<file path="config.mk">
export PLATFORM = sky130hd
export DESIGN_NAME = isi_tap_balancer
export DESIGN_NICKNAME = d
export VERILOG_FILES = /design/src/rtl/fpb_pkg.sv /design/src/rtl/fpb_lfsr.sv /design/src/rtl/fpb_step_sel.sv /design/src/rtl/fpb_sat_acc.sv /design/src/rtl/isi_tap_balancer.sv
export SDC_FILE = /design/constraint.sdc
export NUM_CORES = 1
export LEC_CHECK = 0
export ABC_AREA = 1
export CAP_MARGIN = 30
export CORE_ASPECT_RATIO = 1.1
export CORE_MARGIN = 8
export CORE_UTILIZATION = 55
export DETAILED_ROUTE_END_ITERATION = 6
export DONT_BUFFER_PORTS = 1
export PLACE_DENSITY = 0.77
export SYNTH_ARGS = -nofsm -noshare
export SYNTH_HDL_FRONTEND = slang
export SYNTH_HIERARCHICAL = 1
export SYNTH_SLANG_ARGS = --single-unit
export TNS_END_PERCENT = 20
</file>
<file path="constraint.sdc">
create_clock -name clk -period 10.4 [get_ports clk]
set_clock_uncertainty 0.1 [all_clocks]
set_input_delay 3.12 -clock clk [delete_from_list [all_inputs] [get_ports clk]]
set_output_delay 3.12 -clock clk [all_outputs]
set_load 0.03 [all_outputs]
</file>
<file path="src/rtl/fpb_pkg.sv">
package fpb_pkg;
  typedef enum logic [1:0] {
    TS_ZERO = 2'b00,
    TS_POS  = 2'b01,
    TS_NEG  = 2'b10
  } tern_t;

  function automatic tern_t decode_tern(input logic up, input logic dn);
    if (up && !dn)      return TS_POS;
    else if (dn && !up) return TS_NEG;
    else                return TS_ZERO;
  endfunction
endpackage

</file>
<file path="src/rtl/fpb_lfsr.sv">
module fpb_lfsr #(
  parameter int          LFSR_W = 16,
  parameter logic [LFSR_W-1:0] SEED = 16'hACE1
) (
  input  logic              clk,
  input  logic              rst,
  input  logic              adv,
  output logic [LFSR_W-1:0] state
);
  logic fb;

  generate
    if (LFSR_W == 24) begin : g_taps24
      assign fb = state[23] ^ state[22] ^ state[21] ^ state[16];
    end else begin : g_taps16
      assign fb = state[15] ^ state[13] ^ state[12] ^ state[10];
    end
  endgenerate

  always_ff @(posedge clk) begin
    if (rst)      state <= SEED;
    else if (adv) state <= {state[LFSR_W-2:0], fb};
  end

  AST_LFSR_NONZERO: assert property (@(posedge clk) disable iff (rst)
    state != '0);
  AST_LFSR_HOLD: assert property (@(posedge clk) disable iff (rst)
    !adv |=> $stable(state));
endmodule

</file>
<file path="src/rtl/fpb_step_sel.sv">
module fpb_step_sel
  import fpb_pkg::*;
#(
  parameter int NUM_DEC = 4,
  parameter int WGT_W   = 8,
  localparam int SEL_W  = $clog2(NUM_DEC)
) (
  input  logic [SEL_W-1:0]         sel,
  input  logic [NUM_DEC*WGT_W-1:0] weights,
  input  logic [NUM_DEC-1:0]       valid,
  input  logic [NUM_DEC-1:0]       up,
  input  logic [NUM_DEC-1:0]       dn,
  output logic                     hit,
  output logic signed [WGT_W:0]    step
);
  logic signed [WGT_W-1:0] wgt [NUM_DEC];
  tern_t                   smp [NUM_DEC];

  generate
    for (genvar i = 0; i < NUM_DEC; i++) begin : g_unpack
      assign wgt[i] = weights[i*WGT_W +: WGT_W];
      assign smp[i] = decode_tern(up[i], dn[i]);
    end
  endgenerate

  logic signed [WGT_W:0] wext;
  assign wext = {wgt[sel][WGT_W-1], wgt[sel]};
  assign hit  = valid[sel];

  always_comb begin
    unique case (smp[sel])
      TS_POS:  step = wext;
      TS_NEG:  step = -wext;
      default: step = '0;
    endcase
  end
endmodule

</file>
<file path="src/rtl/fpb_sat_acc.sv">
module fpb_sat_acc #(
  parameter int COEF_W = 8,
  parameter int FRAC_W = 4,
  parameter int STEP_W = 9,
  localparam int ACC_W = COEF_W + FRAC_W,
  localparam int SUM_W = ACC_W + 2
) (
  input  logic                     clk,
  input  logic                     rst,
  input  logic                     clr,
  input  logic                     add_en,
  input  logic signed [STEP_W-1:0] step,
  input  logic signed [COEF_W-1:0] init_coef,
  input  logic signed [COEF_W-1:0] coef_min,
  input  logic signed [COEF_W-1:0] coef_max,
  output logic signed [COEF_W-1:0] coef
);
  logic signed [ACC_W-1:0] acc;
  logic signed [SUM_W-1:0] sum, lo, hi;

  assign lo  = {{2{coef_min[COEF_W-1]}}, coef_min, {FRAC_W{1'b0}}};
  assign hi  = {{2{coef_max[COEF_W-1]}}, coef_max, {FRAC_W{1'b0}}};
  assign sum = SUM_W'(acc) + SUM_W'(step);

  always_ff @(posedge clk) begin
    if (rst)
      acc <= '0;
    else if (clr)
      acc <= {init_coef, {FRAC_W{1'b0}}};
    else if (add_en) begin
      if (sum > hi)      acc <= hi[ACC_W-1:0];
      else if (sum < lo) acc <= lo[ACC_W-1:0];
      else               acc <= sum[ACC_W-1:0];
    end
  end

  assign coef = acc[ACC_W-1 -: COEF_W];

  AST_CLR_LOAD: assert property (@(posedge clk) disable iff (rst)
    clr |=> coef == $past(init_coef));
  AST_NO_OVERFLOW: assert property (@(posedge clk) disable iff (rst)
    (add_en && !clr && coef_min <= coef_max) |=> coef <= $past(coef_max));
  AST_NO_UNDERFLOW: assert property (@(posedge clk) disable iff (rst)
    (add_en && !clr && coef_min <= coef_max) |=> coef >= $past(coef_min));
endmodule

</file>
<file path="src/rtl/isi_tap_balancer.sv">
module isi_tap_balancer #(
  parameter int NUM_DEC = 4,
  parameter int WGT_W   = 8,
  parameter int COEF_W  = 8,
  parameter int FRAC_W  = 4,
  parameter int LFSR_W  = 16,
  localparam int SEL_W  = $clog2(NUM_DEC)
) (
  input  logic                     clk,
  input  logic                     rst,
  input  logic                     en,
  input  logic                     clr,
  input  logic [COEF_W-1:0]        init_coef,
  input  logic [COEF_W-1:0]        coef_min,
  input  logic [COEF_W-1:0]        coef_max,
  input  logic [NUM_DEC*WGT_W-1:0] tap_weights,
  input  logic [NUM_DEC-1:0]       dec_valid,
  input  logic [NUM_DEC-1:0]       dec_up,
  input  logic [NUM_DEC-1:0]       dec_dn,
  output logic [SEL_W-1:0]         sel,
  output logic [COEF_W-1:0]        coef_out
);
  logic                  hit, accept;
  logic signed [WGT_W:0] step;
  logic [LFSR_W-1:0]     rng;

  assign accept = en && !clr && hit;

  fpb_lfsr #(.LFSR_W(LFSR_W)) u_rng (
    .clk(clk), .rst(rst), .adv(accept), .state(rng)
  );

  assign sel = rng[SEL_W-1:0];

  fpb_step_sel #(.NUM_DEC(NUM_DEC), .WGT_W(WGT_W)) u_pick (
    .sel(sel), .weights(tap_weights), .valid(dec_valid),
    .up(dec_up), .dn(dec_dn), .hit(hit), .step(step)
  );

  fpb_sat_acc #(.COEF_W(COEF_W), .FRAC_W(FRAC_W), .STEP_W(WGT_W+1)) u_acc (
    .clk(clk), .rst(rst), .clr(clr), .add_en(accept), .step(step),
    .init_coef(init_coef), .coef_min(coef_min), .coef_max(coef_max),
    .coef(coef_out)
  );

  AST_SEL_WAIT: assert property (@(posedge clk) disable iff (rst)
    (en && !clr && !dec_valid[sel]) |=> $stable(sel));
  AST_IDLE_HOLD: assert property (@(posedge clk) disable iff (rst)
    (en && !clr && !dec_valid[sel]) |=> $stable(coef_out));
  AST_FREEZE: assert property (@(posedge clk) disable iff (rst)
    (!en && !clr) |=> ($stable(coef_out) && $stable(sel)));
  AST_CLR_NO_ADV: assert property (@(posedge clk) disable iff (rst)
    clr |=> $stable(sel));
endmodule

</file>
==> After elaboration in Yosys (flattened, before gate mapping) <==
Index checks and enable logic that the tools add are counted.
{ "totals": {"inputBits": 72, "reg_bits": 28, "word_cells": 57, "out_inout_bits": 10} }
{ "classes": {"order_cmp": 4, "bitwise_logic": 4, "reduce_logical": 21, "eq_ne": 2, "addsub": 2, "muxes": 21} }
{ "op_table": {"columns": ["cell", "count"], "rows": [
  ["$mux W12", 4],
  ["$mux W2", 10],
  ["$pmux W9 S2", 1],
  ["$bmux W8 S2", 1],
  ["$mux W8", 2],
  ["$add A12 B9 Y13", 1],
  ["$gt A13 B12 Y1", 1],
  ["$lt A13 B12 Y1", 1],
  ["$logic_and A1 B1 Y1", 10],
  ["$logic_not A1 Y1", 9],
  ["$neg A8 Y9", 1],
  ["$bmux W2 S2", 1],
  ["$ge A3 B3 Y1 const B", 1],
  ["$lt A2 B3 Y1 const B", 1],
  ["$not A2 Y3", 1],
  ["$xor A1 B1 Y1", 3],
  ["$bmux W1 S2", 1],
  ["$eq A2 B1 Y1 const B", 1],
  ["$eq A2 B2 Y1 const B", 1],
  ["$reduce_bool A2 Y1", 1],
  ["$reduce_or A2 Y1", 1],
  ["$mux W1", 1]
]} }

==> Logic depth before layout (Yosys ltp) <==
{ "depth": {"depth_word": 15, "mapped_depth": 33, "mapped_depth_nobuf": 31} }

==> Hierarchy <==
The synthesis kept the hierarchy.
{ "by_module_without_submodules": {"columns": ["mod", "cells_per_inst", "area_per_inst_um2", "instances"], "rows": [
  ["fpb_sat_acc", 339, 2115.8, 1],
  ["fpb_step_sel", 152, 759.5, 1],
  ["fpb_lfsr", 82, 633.1, 1],
  ["isi_tap_balancer", 2, 10.0, 1]
]} }

==> Least setup slack after synthesis <==
No wires, ideal clock.
{ "synth_timing": {"path_kind": "input port to flip-flop", "startpoint": "input port dec_dn[1]", "endpoint": "register u_acc.acc[10]", "arrival_ns": 6.522, "setup_slack_ns": 3.649, "cell_stages": 30, "n_path_buf": 2, "setup_ns": 0.129, "path_cell_list": "inv_1 > nor2_1 > a21oi_1 > o31ai_1 > nand2_1 > ha_1 > clkbuf_1 > o21ai_0 > nor2_1 > ha_1 > inv_1 > fa_1 > inv_2 > nand3_1 > nand2_1 > nand2_1 > nand2_1 > xor2_1 > ha_1 > nand2_1 > nor2_1 > o21ai_0 > nand2_1 > nand2_1 > nand3_2 > nand3_4 > buf_6 > nand3_1 > nand2_1 > a21oi_1"} }
{ "synth_via": {"elab_chain_cells": 14, "elab_cells_between_ends": 18} }
{ "synth_lines": {"columns": ["element", "line_no", "rtl"], "rows": [
  ["start: declaration", "isi_tap_balancer.sv:19", "input logic [NUM_DEC-1:0] dec_dn,"],
  ["$logic_and A1 B1 Y1 / $logic_not A1 Y1 (equally long branches)", "fpb_pkg.sv:10, fpb_pkg.sv:9", null],
  ["$mux W2 / $logic_and A1 B1 Y1 (equally long branches)", "fpb_pkg.sv:10, fpb_pkg.sv:9", null],
  ["$mux W2 *", "fpb_pkg.sv:9", "if (up && !dn) return TS_POS;"],
  ["$bmux W2 S2 *", "fpb_step_sel.sv:31", "unique case (smp[sel])"],
  ["$mux W2 (not written as such) * (2 in series)", "fpb_step_sel.sv:31", null],
  ["$eq A2 B2 Y1 / $eq A2 B1 Y1 (equally long branches)", "fpb_step_sel.sv:31", null],
  ["$pmux W9 S2 *", "fpb_step_sel.sv:31", null],
  ["via step[0]", "isi_tap_balancer.sv:24", "logic signed [WGT_W:0] step;"],
  ["$add A12 B9 Y13 *", "fpb_sat_acc.sv:23", "assign sum = SUM_W'(acc) + SUM_W'(step);"],
  ["$lt A13 B12 Y1", "fpb_sat_acc.sv:32", "else if (sum < lo) acc <= lo[ACC_W-1:0];"],
  ["$mux W12", "fpb_sat_acc.sv:32", null],
  ["$mux W12 *", "fpb_sat_acc.sv:31", "if (sum > hi) acc <= hi[ACC_W-1:0];"],
  ["$mux W12 *", "fpb_sat_acc.sv:30", "else if (add_en) begin"],
  ["$mux W12 *", "fpb_sat_acc.sv:28", "else if (clr)"],
  ["end signal: assignment", "fpb_sat_acc.sv:29", "acc <= {init_coef, {FRAC_W{1'b0}}};"],
  ["end signal: assignment", "fpb_sat_acc.sv:31", null],
  ["end signal: assignment", "fpb_sat_acc.sv:32", null],
  ["end: declaration", "fpb_sat_acc.sv:18", "logic signed [ACC_W-1:0] acc;"]
]} }
The timed path passes the listed nets; every way through them passes the cells marked *. The select of a mux whose other input is x is not followed.
A chain may end at the register's enable or synchronous reset.

==> Worst setup path in the final report <==
{ "layout_timing": {"startpoint": "input port dec_dn[2]", "endpoint": "register u_acc.acc[11]"} }
Same word-level chain as after synthesis.

==> impl_metrics.json <==
{
  "setup.worst_path.end_class": "flop",
  "setup.worst_path.class": "in -> reg",
  "synthFlopType": "dfxtp_1",
  "grt_start_max_net_pins": 30,
  "postSynthNetCount": 680,
  "hold_path_depth": 2,
  "worst_hold_slack_ps": 366,
  "drt_total_wl_um": 8550,
  "drt_pre_antenna_iters": 6,
  "cts.repair.resized": 0,
  "worst_pin_slew_ps": 875,
  "dp.cells": 632,
  "p_total_uw": 425,
  "timing_hold_violations_final": 0,
  "buffer_depth_of_the_longest_clock_path": 2,
  "drc_errors": 0,
  "post_synthesis_instance_area_um2": 3520,
  "worst_hold_path_type": "reg -> reg",
  "vdd_ir_drop_max_v": 0.0000682,
  "dr.first_iter.drc_count": 185,
  "worst_r2r_startpoint": "u_rng/state[1]",
  "antennaDiodeCount": 0,
  "gr-usage-all-layers": 0.184,
  "yosys.area.top_type": "nand2_1",
  "route.detailed.wl_per_inst_um": 13.4,
  "timing.final.max_slew_violations": 0,
  "finalSetupViolations": 0,
  "fp-row-count": 30,
  "ios": 82,
  "synth-edff-count": 0,
  "worst-endpoint-arrival_ps": 7170,
  "ys_seq_elements": 28,
  "outcome": "finished clean",
  "yosys.area.top_type_share": 0.175,
  "num-nets-final": 662,
  "synth-async-reset-ratio": 0,
  "leakage_uw": 0.00186,
  "finalNonFillerCells": 636,
  "relSlewSlack": 0.416,
  "cts.repair_timing.setup_buffer_count": 0,
  "slack_of_the_worst_reg_to_reg_path_ps": 4980,
  "die_w_um": 92.3,
  "finalSetupTns_ps": 0,
  "mostFrequentLayoutCell": "nand2_1",
  "synth.top_cells.by_area": "nand2_1, dfxtp_1, ha_1",
  "hold_path.startpoint": "u_rng/state[6]",
  "synth.avg_cell_area_um2": 6.12,
  "cp_data_required_time_ps": 10510,
  "place.detailed.hpwl_um": 7150,
  "min_to": "u_rng/state[6]",
  "cp_max_fo": 9,
  "synth-warning-count": 6,
  "timing.fmax_mhz": 142,
  "post-route-period-util": 0.679,
  "placed_cell_area_um2": 3430,
  "initial_cell_density_of_the_core": 0.568,
  "grt_first_pass_wirelength_um": 14500,
  "rsz_0062_raised_after_global_routing": "false",
  "dr_total_vias": 3473,
  "die_area_um2": 9220,
  "synth_seq_area_share": 0.159,
  "numCtsBuffers": 3,
  "layout-drive-gt1-share": 0.0935,
  "htreeDepth": 1,
  "tritoncts_num_sinks": 28,
  "overflow": 0,
  "filler_cell_count": 642,
  "drv_cap": 0,
  "gp_congestion": 0.914,
  "final_cell_mix": "nand2_1, inv_1, nand3_1, nor2_1, a21oi_1",
  "die-height_um": 99.9,
  "cts_hold_buffers": 0,
  "cts_tree": "yes",
  "post-route-min-period_ps": 7060,
  "placement.io_buffers": 0,
  "drt.antenna.violating_nets": 0,
  "post-route-cell-area_um2": 3500,
  "synthToLayoutAreaGrowth_pct": -0.427,
  "grt_antenna_before_repair": 0,
  "power-per-cell-area_nw_per_um2": 121,
  "clk_latency_ps": 270,
  "core_outline_area_um2": 6190,
  "yosysUniqueCellTypes": 43,
  "worst_setup_path_start_kind": "primary input",
  "grt_pass1_vias": 3256,
  "timing.reg2reg.worst_path_depth": 29,
  "clk_pin_slew_ps": 100,
  "syn_inst_count": 575,
  "worstReg2RegEnd": "u_acc/acc[11]",
  "via_per_inst": 5.46,
  "ctsRootBufferMaster": "clkbuf_8"
}
[per-stage QoR]
stage | util | setup slack (ps)
final | 0.566 | 3340
after global routing | 0.566 | 2900
after CTS | 0.566 | 3360
after detailed placement | 0.554 | 3080
after global placement | 0.554 | 3150
after floorplan | - | 3650
[worst max path at each step]
stage               from            end  slack [ps]  depth (start not counted)
5_1_grt        dec_dn[1]  u_acc/acc[11]        2900                         28
6_report       dec_dn[2]  u_acc/acc[11]        3340                         26
2_1_floorplan  dec_dn[1]  u_acc/acc[10]        3650                         30
3_5_place_dp   dec_dn[2]   u_acc/acc[9]        3080                         26
3_3_place_gp   dec_dn[1]  u_acc/acc[11]        3150                         28
4_1_cts        dec_dn[2]   u_acc/acc[9]        3360                         26
[sequential cells by signal (all words and copies together) (netlist names)]
register / cells
u_rng/state: 16
u_acc/acc: 12
[logic make-up (layout without fill, tap and decap cells)]
| kind of cell | count (synthesis) | after routing | share of synthesized area |
|---|---|---|---|
| compound gates | 77 | 77 | 0.124 |
| flops | 28 | 28 | 0.159 |
| simple gates | 322 | 322 | 0.429 |
| buf+inv | 110 | 91 | 0.149 |
| xor+xnor | 5 | 5 | 0.0199 |
| fa+ha+maj | 33 | 33 | 0.119 |
[routing by layer]
metal | global-route usage | up-vias | wire length [um]
met5 | 0 | - | 0
met4 | 0.0409 | 0 | 69
met3 | 0.0336 | 6 | 489
met2 | 0.324 | 84 | 4150
met1 | 0.224 | 1562 | 3840
li1 | - | 1821 | -
[cell type report]
class | count | area (um^2) | share of cell area
well taps | 80 | 100 | 0.0286
repair buffers | 1 | 7.51 | 0.00214
flip-flops and latches | 28 | 561 | 0.160
inverters | 86 | 330 | 0.0943
multi-input cells | 437 | 2430 | 0.695
clock buffers | 3 | 41.3 | 0.0118
clock inverters | 1 | 30.0 | 0.00857
[cells in the mapped netlist, types with 2 or more instances]
cell and number:
buf_2 2, buf_4 10, nor2_1 40, dfxtp_1 28, buf_6 7, a21oi_1 39, buf_1 2, inv_1 80
xor2_1 2, o31ai_1 2, nand3_2 8, nand4_1 13, nand2_4 2, nor2_2 4, nand2_2 15, clkbuf_1 2
o21ai_0 17, nand3_4 3, ha_1 32, nor2_4 2, inv_2 4, o21ai_1 3, nand2_1 164, nand3_1 67
a22oi_1 8, nor3_1 2
[report_power, final]
group	internal (uW)	switching [uW]	total [uW]
Clock	51.5	33.7	85.3
Combinational	73.5	141	214
Sequential	114	11.2	125
Total	239	186	425
[critical path, stage by stage]
cell	delay, ps
inv_1	30
o31ai_1	250
nand2_1	110
inv_1	70
ha_1	290
a21boi_2	220
nand2_1	60
a21oi_1	390
ha_1	370
nand2_1	110
inv_1	40
a21oi_1	170
nand3_1	120
a21oi_1	140
nand3_1	80
nand2_1	140
ha_1	330
a21oi_1	170
o21ai_1	90
nor2_2	200
nand2_2	100
nand2_2	170
nand3_1	110
nand3_1	90
nand2_1	60
a21oi_1	110
Power figures use the tool's default switching activity.
